### config.mk
export PLATFORM = sky130hd
export DESIGN_NAME = xeol_norm
export DESIGN_NICKNAME = d
export VERILOG_FILES = /design/src/rtl/xeol_pkg.sv /design/src/rtl/xeol_lane_class.sv /design/src/rtl/xeol_mask.sv /design/src/rtl/xeol_norm.sv
export SDC_FILE = /design/constraint.sdc
export NUM_CORES = 1
export LEC_CHECK = 0
export BUFFER_PORTS_ARGS = -buffer_cell sky130_fd_sc_hd__buf_2
export CELL_PAD_IN_SITES_DETAIL_PLACEMENT = 1
export CELL_PAD_IN_SITES_GLOBAL_PLACEMENT = 1
export CORE_ASPECT_RATIO = 1.5
export CORE_UTILIZATION = 28
export CTS_CLUSTER_SIZE = 10
export DETAILED_ROUTE_END_ITERATION = 8
export PLACE_DENSITY = 0.83
export SLEW_MARGIN = 10
export SYNTH_ARGS = -nofsm -noshare
export SYNTH_HDL_FRONTEND = slang
export SYNTH_SLANG_ARGS = --single-unit
### constraint.sdc
create_clock -name clk -period 1.1 [get_ports clk]
set_input_delay 0.165 -clock clk [delete_from_list [all_inputs] [get_ports clk]]
set_output_delay 0.165 -clock clk [all_outputs]
set_load 0.02 [all_outputs]
### src/rtl/xeol_pkg.sv
package xeol_pkg;
   localparam int unsigned BYTE_W = 8;
   localparam logic [BYTE_W-1:0] CHR_TAB  = 8'h09;
   localparam logic [BYTE_W-1:0] CHR_LF   = 8'h0A;
   localparam logic [BYTE_W-1:0] CHR_CR   = 8'h0D;
   localparam logic [BYTE_W-1:0] CTL_LAST = 8'h1F;

   typedef struct packed {
      logic cr;
      logic lf;
      logic bad;
   } lane_cls_t;
endpackage

### src/rtl/xeol_lane_class.sv
module xeol_lane_class
   import xeol_pkg::*;
(
   input  logic [BYTE_W-1:0] byte_i,
   output lane_cls_t         cls_o,
   output logic [BYTE_W-1:0] byte_o
);
   logic is_ctl;

   always_comb begin
      is_ctl     = (byte_i <= CTL_LAST);
      cls_o.cr   = (byte_i == CHR_CR);
      cls_o.lf   = (byte_i == CHR_LF);
      cls_o.bad  = is_ctl && (byte_i != CHR_TAB) && !cls_o.cr && !cls_o.lf;
      // every CR leaves as LF: paired ones keep their CR slot, lone ones too
      byte_o     = cls_o.cr ? CHR_LF : byte_i;
   end
endmodule

### src/rtl/xeol_mask.sv
module xeol_mask #(
   parameter int unsigned LANES = 8
) (
   input  logic [LANES-1:0] cr_v,
   input  logic [LANES-1:0] lf_v,
   input  logic             carry_i,
   output logic [LANES-1:0] del_v,
   output logic             carry_o
);
   logic [LANES-1:0] cr_prev_v;

   // position i sees whether position i-1 (or the previous block's tail) was CR
   assign cr_prev_v = {cr_v[LANES-2:0], carry_i};
   assign del_v     = lf_v & cr_prev_v;
   assign carry_o   = cr_v[LANES-1];
endmodule

### src/rtl/xeol_norm.sv
module xeol_norm
   import xeol_pkg::*;
#(
   parameter int unsigned LANES   = 8,
   parameter int unsigned OUT_REG = 1
) (
   input  logic                    clk,
   input  logic                    rst_n,
   input  logic                    in_valid,
   input  logic                    in_last,
   input  logic [LANES*BYTE_W-1:0] in_data,
   output logic                    out_valid,
   output logic [LANES*BYTE_W-1:0] out_data,
   output logic [LANES-1:0]        out_del,
   output logic [LANES-1:0]        out_ctl_err
);
   localparam int unsigned DATA_W = LANES * BYTE_W;

   if (LANES < 2) begin : g_bad_lanes
      $error("xeol_norm: LANES must be at least 2");
   end
   if (OUT_REG > 1) begin : g_bad_outreg
      $error("xeol_norm: OUT_REG must be 0 or 1");
   end

   logic [LANES-1:0]  cr_v, lf_v, bad_v, del_v;
   logic [DATA_W-1:0] fix_data;
   logic              carry_q, carry_nxt;

   for (genvar i = 0; i < LANES; i++) begin : g_lane
      lane_cls_t cls;
      xeol_lane_class u_cls (
         .byte_i (in_data[i*BYTE_W +: BYTE_W]),
         .cls_o  (cls),
         .byte_o (fix_data[i*BYTE_W +: BYTE_W])
      );
      assign cr_v[i]  = cls.cr;
      assign lf_v[i]  = cls.lf;
      assign bad_v[i] = cls.bad;
   end

   xeol_mask #(.LANES(LANES)) u_mask (
      .cr_v    (cr_v),
      .lf_v    (lf_v),
      .carry_i (carry_q),
      .del_v   (del_v),
      .carry_o (carry_nxt)
   );

   always_ff @(posedge clk) begin
      if (!rst_n) begin
         carry_q <= 1'b0;
      end else if (in_valid) begin
         carry_q <= in_last ? 1'b0 : carry_nxt;
      end
   end

   if (OUT_REG == 1) begin : g_reg_out
      logic              v_q;
      logic [DATA_W-1:0] d_q;
      logic [LANES-1:0]  del_q, err_q;
      always_ff @(posedge clk) begin
         if (!rst_n) begin
            v_q   <= 1'b0;
            d_q   <= '0;
            del_q <= '0;
            err_q <= '0;
         end else begin
            v_q   <= in_valid;
            d_q   <= fix_data;
            del_q <= in_valid ? del_v : '0;
            err_q <= in_valid ? bad_v : '0;
         end
      end
      assign out_valid   = v_q;
      assign out_data    = d_q;
      assign out_del     = del_q;
      assign out_ctl_err = err_q;
   end else begin : g_comb_out
      assign out_valid   = in_valid;
      assign out_data    = fix_data;
      assign out_del     = in_valid ? del_v : '0;
      assign out_ctl_err = in_valid ? bad_v : '0;
   end
endmodule

==> impl_metrics.env <==
export IMPL_post_route_drc_count=0
export IMPL_start_util_pct=28.6
export IMPL_fin_worst_skew_ns=0.00194
export IMPL_worstPathArrival_ns=1.22
export IMPL_synth_cells=245
export IMPL_clkLatencyLatePin_ns=0.33
export IMPL_globalplace_congestion=0.783
export IMPL_grtUsageTotal_pct=16.0
export IMPL_antenna_left=0
export IMPL_syn_area_um2=2630
export IMPL_crit_family="simple AND/OR/NAND/NOR gates"
export IMPL_worstPathRequired_ns=1.34
export IMPL_min_path_type="in2reg"
export IMPL_core_area_um2=9200
export IMPL_post_cts_setup_buffers=0
export IMPL_rsz0062_at_grt="false"
export IMPL_clock_sinks=82
export IMPL_synth_warnings=0
export IMPL_period_share_pct=89.2
export IMPL_finalHoldViolCount=0
export IMPL_worstPathMaxFanout=2
export IMPL_die_width_um=81.2
export IMPL_numCtsBuffers=9
export IMPL_max_stage_delay_ns=0.41
export IMPL_vias=2410
export IMPL_maxSlewViolCount=0
export IMPL_clkTransAtPathRegs_ns=0.06
export IMPL_rows=43
export IMPL_grt_ovfl_total=0
export IMPL_synth_nets=313
export IMPL_nNetsFinal=484
export IMPL_port_buffers=148
export IMPL_ir_drop_mv=0.770
export IMPL_cap_violations=0
export IMPL_clockBufferDepth=2
export IMPL_cp_num_buf_inv=1
export IMPL_grt_pass1_vias=2535
export IMPL_slowest_stage="or3b_1"
export IMPL_firstDrtPassIters=5
export IMPL_cpMostUsedCell="or3b_1"
export IMPL_cts_max_level=3
export IMPL_grt_max_degree=35
export IMPL_pin_count=149
export IMPL_layout_common_cells="148 x buf_2, 82 x dfxtp_1, 40 x and2_1"
export IMPL_synth_distinct_cells=29
export IMPL_setup_violations=0
export IMPL_holdBufCountCts=0
export IMPL_antenna_found_initial=0
export IMPL_syn2layout_area_growth_pct=48.2
export IMPL_async_flop_share_pct=0
export IMPL_synth_flop_cell="dfxtp_1"
export IMPL_drt_wl_total_um=7390
export IMPL_fin_util_pct=42.4
export IMPL_worstSetupEndpointType="flop"
export IMPL_antennaDiodeCount=0
export IMPL_drtIter0Drc=63
export IMPL_cts_root_buf="clkbuf_16"
export IMPL_seq_area_frac_synth_pct=62.4
export IMPL_grt_first_pass_wirelength_um=11600
export IMPL_cts_tree="built"
export IMPL_die_area_um2=9800
export IMPL_avgViaCountPerCell=4.53
export IMPL_dpl_hpwl_um=6060
export IMPL_post_drt_wl_per_cell_um=13.9
export IMPL_drive_above_1_share_pct=44.5
export IMPL_power_density_nw_per_um2=1690
export IMPL_start_kind="input port"
export IMPL_power_leakage_uw=0.00193
export IMPL_critical_path_cell_chain="buf_2 > or3b_1 > or3b_1 > nor4_2"
export IMPL_final_common_cell="buf_2"
export IMPL_synth_edff_count=0
export IMPL_ctsResizeCount=0
export IMPL_status="finished, final reports clean"
export IMPL_postSynthRegisterBits=82
export IMPL_worst_pin_slew_ns=0.420
export IMPL_min_period_ns=0.981
export IMPL_critPathKind="in2reg"
export IMPL_relSlewSlack_pct=71.6
export IMPL_syn_area_per_cell_um2=10.7
export IMPL_die_h_um=121
export IMPL_fmax_mhz=1020
export IMPL_hold_ws_ns=0.0446
==> cell usage after synthesis, drive strengths merged (5+ instances only) <==
library cell  number  area, um^2
nand3             10        50.1
nand2             12        45.0
nor2b              6        37.5
a21boi             7        52.6
and3              15        93.8
and2              40         250
dfxtp             82        1640
nor3b              5        37.5
nor3              11        55.1
inv                9        33.8
clkbuf             7        26.3
==> report_power, final <==
group	internal, uW	leakage (uW)	switching, uW
Sequential	3100	0.000679	28.9
Combinational	308	0.00112	415
Clock	1640	0.000132	1100
Total	5050	0.00193	1550
==> flip-flops by register name, indices dropped and copies added (netlist names) <==
signal and count:
out_ctl_err 8, out_valid 1, out_data 64, carry_q 1, out_del 8
==> metal layers <==
metal	global-route usage, %	routed length, um
met4	8.37	216
met1	14.5	2540
met5	0	0
met2	29.5	4080
met3	5.96	547
==> path summary, 6_finish.rpt <==
kind	to	from	slack, ns	cells past startpoint
worst max-delay path	out_del[3]	in_data[24]	0.12	4
worst min register to register	out_del[0]	carry_q	0.47	2
worst min-delay path	out_data[19]	in_data[19]	0.04	2
worst max register to register	carry_q	carry_q	0.52	2
==> cells by family after synthesis <==
| group | share of synthesized area, % |
|---|---|
| AND/OR/NAND/NOR | 30.8 |
| flip-flops | 62.4 |
| AO/OA/AOI/OAI | 4.56 |
| buffers and inverters | 2.28 |
==> final cells by class <==
class | count | area (um^2)
fill | 1091 | 5300
sequential | 82 | 1640
multi-input combinational | 147 | 931
timing repair buffer | 167 | 883
clock buffer | 13 | 260
tap | 112 | 140
inverter | 9 | 33.8
clock inverter | 2 | 12.5
==> through the flow <==
step                      instance area [um^2]  setup TNS, ns  worst slack, ns  total power (uW)  cells
after floorplan                           2630        -0.0710          -0.0710              3550    245
after global placement                    3630          -1.10           -0.179              3900    517
after detailed placement                  3630          -1.64           -0.246              3930    517
after CTS                                 3900              0            0.101              6680    532
after global routing                      3900              0           0.0852              6880    532
final                                     3900              0            0.119              6590    532
Power figures use the tool's default switching activity.
